===== src/rtl/ptw_pkg.sv =====
package ptw_pkg;
  typedef enum logic [1:0] {
    ST_IDLE = 2'd0,
    ST_REQ  = 2'd1,
    ST_WAIT = 2'd2,
    ST_RESP = 2'd3
  } walk_state_t;

  localparam logic [1:0] WALK_OK         = 2'b00;
  localparam logic [1:0] WALK_PAGE_FAULT = 2'b01;
  localparam logic [1:0] WALK_PROT_FAULT = 2'b10;
endpackage


===== src/rtl/ptw_rst_sync.sv =====
module ptw_rst_sync (
  input  logic clk,
  input  logic arst_n,
  output logic srst_n
);
  logic [1:0] sync_q;

  always_ff @(posedge clk or negedge arst_n) begin
    if (!arst_n) sync_q <= 2'b00;
    else         sync_q <= {sync_q[0], 1'b1};
  end

  assign srst_n = sync_q[1];
endmodule


===== src/rtl/ptw_addr_gen.sv =====
module ptw_addr_gen #(
  parameter int VPN_W     = 26,
  parameter int PA_W      = 36,
  parameter int PTE_BYTES = 4
) (
  input  logic             clk,
  input  logic             rst_n,
  input  logic             base_we,
  input  logic [PA_W-1:0]  base_wdata,
  input  logic             load,
  input  logic [VPN_W-1:0] vpn,
  output logic [PA_W-1:0]  pte_addr
);
  localparam int SH    = $clog2(PTE_BYTES);
  localparam int EXT_W = PA_W - VPN_W - SH;

  logic [PA_W-1:0] base_q, base_d;
  logic [PA_W-1:0] addr_q, addr_d;
  logic [PA_W-1:0] offset;

  assign offset = {{EXT_W{1'b0}}, vpn, {SH{1'b0}}};

  always_comb begin
    base_d = base_q;
    if (base_we) base_d = base_wdata;
    addr_d = addr_q;
    if (load) addr_d = base_q + offset;
  end

  always_ff @(posedge clk or negedge rst_n) begin
    if (!rst_n) begin
      base_q <= '0;
      addr_q <= '0;
    end else begin
      base_q <= base_d;
      addr_q <= addr_d;
    end
  end

  assign pte_addr = addr_q;
endmodule


===== src/rtl/ptw_pte_check.sv =====
module ptw_pte_check #(
  parameter int PTE_W     = 32,
  parameter int PPN_W     = 22,
  parameter int VALID_BIT = 31,
  parameter int WR_BIT    = 30,
  parameter int RD_BIT    = 29
) (
  input  logic [PTE_W-1:0] pte,
  input  logic             is_write,
  output logic [1:0]       status,
  output logic [PPN_W-1:0] ppn
);
  import ptw_pkg::*;

  logic right_ok;
  logic unused_pte;

  assign right_ok   = is_write ? pte[WR_BIT] : pte[RD_BIT];
  assign unused_pte = ^pte[RD_BIT-1:PPN_W];

  always_comb begin
    status = WALK_OK;
    ppn    = pte[PPN_W-1:0];
    if (!pte[VALID_BIT]) begin
      status = WALK_PAGE_FAULT;
      ppn    = '0;
    end else if (!right_ok) begin
      status = WALK_PROT_FAULT;
      ppn    = '0;
    end
  end
endmodule


===== src/rtl/ptw_ctrl.sv =====
module ptw_ctrl #(
  parameter int PPN_W = 22
) (
  input  logic             clk,
  input  logic             rst_n,
  input  logic             req_valid,
  input  logic             req_write,
  input  logic             mem_rsp_valid,
  input  logic [1:0]       chk_status,
  input  logic [PPN_W-1:0] chk_ppn,
  output logic             req_ready,
  output logic             accept,
  output logic             write_q,
  output logic             mem_req_valid,
  output logic             rsp_valid,
  output logic [1:0]       rsp_status,
  output logic [PPN_W-1:0] rsp_ppn
);
  import ptw_pkg::*;

  walk_state_t      state_q, state_d;
  logic             capture;
  logic             write_d;
  logic [1:0]       status_q, status_d;
  logic [PPN_W-1:0] ppn_q, ppn_d;

  assign req_ready     = (state_q == ST_IDLE);
  assign accept        = req_ready && req_valid;
  assign capture       = (state_q == ST_WAIT) && mem_rsp_valid;
  assign mem_req_valid = (state_q == ST_REQ);
  assign rsp_valid     = (state_q == ST_RESP);

  always_comb begin
    state_d = state_q;
    unique case (state_q)
      ST_IDLE: if (accept)  state_d = ST_REQ;
      ST_REQ:               state_d = ST_WAIT;
      ST_WAIT: if (capture) state_d = ST_RESP;
      ST_RESP:              state_d = ST_IDLE;
      default:              state_d = ST_IDLE;
    endcase
    write_d  = accept  ? req_write  : write_q;
    status_d = capture ? chk_status : status_q;
    ppn_d    = capture ? chk_ppn    : ppn_q;
  end

  always_ff @(posedge clk or negedge rst_n) begin
    if (!rst_n) begin
      state_q  <= ST_IDLE;
      write_q  <= 1'b0;
      status_q <= WALK_OK;
      ppn_q    <= '0;
    end else begin
      state_q  <= state_d;
      write_q  <= write_d;
      status_q <= status_d;
      ppn_q    <= ppn_d;
    end
  end

  assign rsp_status = status_q;
  assign rsp_ppn    = ppn_q;

  p_accept_busy_r2: assert property (@(posedge clk) disable iff (!rst_n)
    (req_valid && req_ready) |=> (!req_ready && mem_req_valid));

  p_mem_req_pulse_r3: assert property (@(posedge clk) disable iff (!rst_n)
    mem_req_valid |=> !mem_req_valid);

  p_rsp_pulse_r4: assert property (@(posedge clk) disable iff (!rst_n)
    rsp_valid |=> (!rsp_valid && req_ready));

  p_fault_no_ppn_r5: assert property (@(posedge clk) disable iff (!rst_n)
    (rsp_valid && rsp_status != WALK_OK) |-> (rsp_ppn == '0));

  p_stray_rsp_r10: assert property (@(posedge clk) disable iff (!rst_n)
    (req_ready && mem_rsp_valid) |=> !rsp_valid);
endmodule


===== src/rtl/pt_walker.sv =====
module pt_walker #(
  parameter int VPN_W     = 26,
  parameter int PPN_W     = 22,
  parameter int PA_W      = 36,
  parameter int PTE_W     = 32,
  parameter int PTE_BYTES = 4,
  parameter int VALID_BIT = 31,
  parameter int WR_BIT    = 30,
  parameter int RD_BIT    = 29
) (
  input  logic             clk,
  input  logic             rst_n,
  input  logic             base_we,
  input  logic [PA_W-1:0]  base_wdata,
  input  logic             req_valid,
  output logic             req_ready,
  input  logic [VPN_W-1:0] req_vpn,
  input  logic             req_write,
  output logic             mem_req_valid,
  output logic [PA_W-1:0]  mem_req_addr,
  input  logic             mem_rsp_valid,
  input  logic [PTE_W-1:0] mem_rsp_data,
  output logic             rsp_valid,
  output logic [1:0]       rsp_status,
  output logic [PPN_W-1:0] rsp_ppn
);
  logic             srst_n;
  logic             accept;
  logic             write_q;
  logic [1:0]       chk_status;
  logic [PPN_W-1:0] chk_ppn;

  ptw_rst_sync u_rst (
    .clk    (clk),
    .arst_n (rst_n),
    .srst_n (srst_n)
  );

  ptw_addr_gen #(
    .VPN_W(VPN_W), .PA_W(PA_W), .PTE_BYTES(PTE_BYTES)
  ) u_addr (
    .clk        (clk),
    .rst_n      (srst_n),
    .base_we    (base_we),
    .base_wdata (base_wdata),
    .load       (accept),
    .vpn        (req_vpn),
    .pte_addr   (mem_req_addr)
  );

  ptw_pte_check #(
    .PTE_W(PTE_W), .PPN_W(PPN_W), .VALID_BIT(VALID_BIT),
    .WR_BIT(WR_BIT), .RD_BIT(RD_BIT)
  ) u_check (
    .pte      (mem_rsp_data),
    .is_write (write_q),
    .status   (chk_status),
    .ppn      (chk_ppn)
  );

  ptw_ctrl #(.PPN_W(PPN_W)) u_ctrl (
    .clk           (clk),
    .rst_n         (srst_n),
    .req_valid     (req_valid),
    .req_write     (req_write),
    .mem_rsp_valid (mem_rsp_valid),
    .chk_status    (chk_status),
    .chk_ppn       (chk_ppn),
    .req_ready     (req_ready),
    .accept        (accept),
    .write_q       (write_q),
    .mem_req_valid (mem_req_valid),
    .rsp_valid     (rsp_valid),
    .rsp_status    (rsp_status),
    .rsp_ppn       (rsp_ppn)
  );
endmodule


===== config.mk =====
export PLATFORM = sky130hd
export DESIGN_NAME = pt_walker
export DESIGN_NICKNAME = d
export VERILOG_FILES = /design/src/rtl/ptw_pkg.sv /design/src/rtl/ptw_rst_sync.sv /design/src/rtl/ptw_addr_gen.sv /design/src/rtl/ptw_pte_check.sv /design/src/rtl/ptw_ctrl.sv /design/src/rtl/pt_walker.sv
export SDC_FILE = /design/constraint.sdc
export NUM_CORES = 1
export LEC_CHECK = 0
export ABC_CLOCK_PERIOD_IN_PS = 4200
export BUFFER_PORTS_ARGS = -buffer_cell sky130_fd_sc_hd__buf_2
export CORE_UTILIZATION = 40
export DETAILED_ROUTE_END_ITERATION = 7
export RECOVER_POWER = 50
export REMOVE_ABC_BUFFERS = 1
export SKIP_LAST_GASP = 1
export SLEW_MARGIN = 20
export SYNTH_ARGS = -nofsm -noshare
export SYNTH_HDL_FRONTEND = slang
export SYNTH_SLANG_ARGS = --single-unit
export TNS_END_PERCENT = 50

===== constraint.sdc =====
create_clock -name clk -period 4.2 [get_ports clk]
set_input_delay 0.84 -clock clk [delete_from_list [all_inputs] [get_ports clk]]
set_output_delay 0.84 -clock clk [all_outputs]
set_load 0.01 [all_outputs]

==> impl_metrics.env <==
export IMPL_cts_buffers=9
export IMPL_drtPass1Iterations=6
export IMPL_crit_type="input port to register"
export IMPL_path_clk_slew_ns=0.08
export IMPL_synth_cell_types=58
export IMPL_grt_pass1_vias=4460
export IMPL_cts_sinks=101
export IMPL_die_area_sq_mm=0.0142
export IMPL_grt_usage_pct=20.3
export IMPL_flow_area_growth_from_synthesis_pct=22.5
export IMPL_rr_worst_depth=10
export IMPL_grt_max_degree=61
export IMPL_fmax_mhz=344
export IMPL_via_per_inst=5.34
export IMPL_relSlewSlack_pct=-60.0
export IMPL_grt_setup_unrepaired="no"
export IMPL_cp_start_kind="input port"
export IMPL_insertion_delay_ns=0.36
export IMPL_clockRootBuffer="clkbuf_16"
export IMPL_maxSlewViolCount=99
export IMPL_grt_pass1_wl_um=22400
export IMPL_synth_area_top_cells="dfrtp_1 46%, mux2_2 7.4%, ha_1 6.8%"
export IMPL_dp_hpwl_um=10500
export IMPL_gp_congestion=0.919
export IMPL_regArea_sq_mm=0.00253
export IMPL_synth_top_area_share_pct=46.0
export IMPL_core_sq_mm=0.0133
export IMPL_holdCritPathClass="input port to asynchronous set/reset pin"
export IMPL_initial_core_util_pct=41.3
export IMPL_die_w_um=119
export IMPL_syn_cell_area_sq_mm=0.00549
export IMPL_postCtsSetupBuffers=0
export IMPL_synth_warning_count=0
export IMPL_timing_hold_ws_ns=0.247
export IMPL_synth_edf_count=0
export IMPL_synth_ff_type="dfrtp_1"
export IMPL_fin_tns_setup_ns=0
export IMPL_layout_min_cycle_time_ns=2.91
export IMPL_htreeDepth=3
export IMPL_timing_final_hold_violations=0
export IMPL_routed_via_count=4600
export IMPL_final_layout_size_suffix_gt1_share_pct=31.6
export IMPL_skew_ns=0.0101
export IMPL_pre_cts_slack_ns=0.923
export IMPL_cp_arrival_ns=3.19
export IMPL_wl_per_cell_um=16.2
export IMPL_status="finished, violations left"
export IMPL_pwr_density_cell_mw_per_mm2=562
export IMPL_ant_nets=0
export IMPL_first_iter_violations=243
export IMPL_maxCapViolCount=2
export IMPL_peakVddDrop_mv=0.354
export IMPL_crit_required_ns=4.48
export IMPL_ioPinCount=163
export IMPL_cts_buffer_depth=2
export IMPL_overflow=0
export IMPL_syn_inst=537
export IMPL_ys_seq_area_share_pct=46.0
export IMPL_avgSynthCellArea_sq_um=10.2
export IMPL_synth_top_cell_by_area="dfrtp_1"
export IMPL_ys_async_sr_fraction_pct=100
export IMPL_worst_slack_ns=1.29
export IMPL_rows=42
export IMPL_worst_slew_pin_slew_ns=2.40
export IMPL_antenna_found_initial=1
export IMPL_multi_input_area_sq_mm=0.00281
export IMPL_drc=0
export IMPL_cts_hold_fix_buffers=0
export IMPL_filler_cell_count=1270
export IMPL_violations="max-capacitance violations, max-slew violations"
export IMPL_numPortBuffers=155
export IMPL_synth_seq_cells=101
export IMPL_dieHeight_um=119
export IMPL_fin_crit_sh_pct=69.2
export IMPL_worst_path_max_fanout=3
export IMPL_drt_wl_total_um=14000
export IMPL_endpoint_kind="register"
export IMPL_finalSetupViolations=0
export IMPL_fin_util_pct=50.6
export IMPL_ctsResizeCount=0
export IMPL_power_leakage_nw=3.23
export IMPL_tritoncts="yes"
export IMPL_layout_nets=810
[Yosys cell counts (all sizes together), types with 10 or more instances]
master and count:
dfrtp 101, o21a 10, xor2 14, a21oi 36, nor2 14, a22o 22, o21ai 47, clkbuf 20
nand4 15, nand2 79, ha 30, mux2 36, inv 13
[power by group]
group,switching [mW],internal [mW]
Clock,0.433,0.486
Sequential,0.192,1.29
Combinational,0.787,0.595
Total,1.41,2.37
[critical path: stages]
cell      delay [ns]
buf_2           0.08
ha_1            0.15
inv_1           0.05
fa_1            0.38
and2b_1         0.27
o211ai_4        0.10
a31oi_1         0.28
nor2_1          0.12
o31a_1          0.37
or3_1           0.37
a31oi_1         0.17
[kinds of logic (layout without fill, tap and decap cells)]
logic type / count (synthesis) / in the layout / synth area share [%]
simple gates: 146 / 146 / 12.3
mux: 38 / 38 / 7.75
other cells: 1 / 2 / 0.0683
buf+inv: 42 / 189 / 3.05
fa+ha+maj: 31 / 31 / 7.20
xor+xnor: 23 / 23 / 3.67
compound gates: 155 / 155 / 19.9
flops: 101 / 101 / 46.0
[stage by stage]
stage	cells	instance area [sq um]	power, mW
final	861	6730	3.78
after global routing	860	6730	4.04
after CTS	860	6750	3.83
after detailed placement	844	6420	2.91
after global placement	844	6420	2.86
after floorplan	508	5370	2.33
[state kept, by name (all words and copies together), names as in the netlist]
name               count
u_addr.base_q         36
u_addr.pte_addr       36
u_ctrl.rsp_ppn        22
u_ctrl.rsp_status      2
u_ctrl.state_q         2
u_ctrl.write_q         1
u_rst.sync_q           2
[cells in the final DEF, fill, tap and decap left out, types with 2 or more instances in the layout]
cell type / netlist / layout
a22o_1: 22 / 22
o31ai_1: 4 / 4
and3_1: 5 / 5
a21oi_2: 3 / 3
a21o_1: 5 / 5
inv_8: 0 / 4
inv_1: 13 / 13
nor4_1: 2 / 2
nand2_1: 79 / 78
o211ai_1: 3 / 3
clkbuf_16: 0 / 9
clkbuf_1: 20 / 13
o21ai_1: 10 / 10
mux2i_1: 2 / 2
a41o_1: 2 / 2
or3_1: 3 / 3
xnor2_1: 9 / 9
nor3_1: 8 / 8
mux2_2: 36 / 36
xor2_1: 14 / 14
dfrtp_1: 101 / 101
o21ai_0: 36 / 36
buf_2: 8 / 143
nor2b_1: 3 / 3
a22oi_1: 2 / 2
a31oi_1: 5 / 5
nand4_1: 14 / 14
buf_4: 0 / 4
a21oi_1: 33 / 33
nand3_1: 9 / 9
o31ai_2: 2 / 2
a21boi_0: 3 / 3
nor2_1: 14 / 14
ha_1: 30 / 30
a2111oi_4: 2 / 2
o21a_1: 9 / 9
[path summary, 6_finish.rpt]
check | from | to | slack [ns]
hold reg to reg | u_rst.sync_q[0] | u_rst.sync_q[1] | 0.36
min in group clk | u_rst.sync_q[0] | u_rst.sync_q[1] | 0.36
setup reg to reg | u_addr.base_q[2] | u_addr.pte_addr[34] | 1.51
hold / removal | rst_n | u_rst.sync_q[1] | 0.25
max in group asynchronous | u_rst.sync_q[1] | u_addr.pte_addr[18] | 1.60
setup / recovery | req_vpn[0] | u_addr.pte_addr[34] | 1.29
[layer usage]
metal	GRT usage [%]	share of wire, %
met1	27.0	46
met3	5.41	5.3
met4	5.38	1.2
met5	0	0
met2	32.6	48
[area by class of cell]
cell class	count	share of cell area (%)
clock buffer	9	3.35
tap	176	3.27
sequential	101	37.6
clock inverter	7	1.49
inverter	13	0.725
timing repair buffer	160	11.8
multi-input combinational	394	41.8
antenna	1	0.0372
Power figures use the tool's default switching activity.
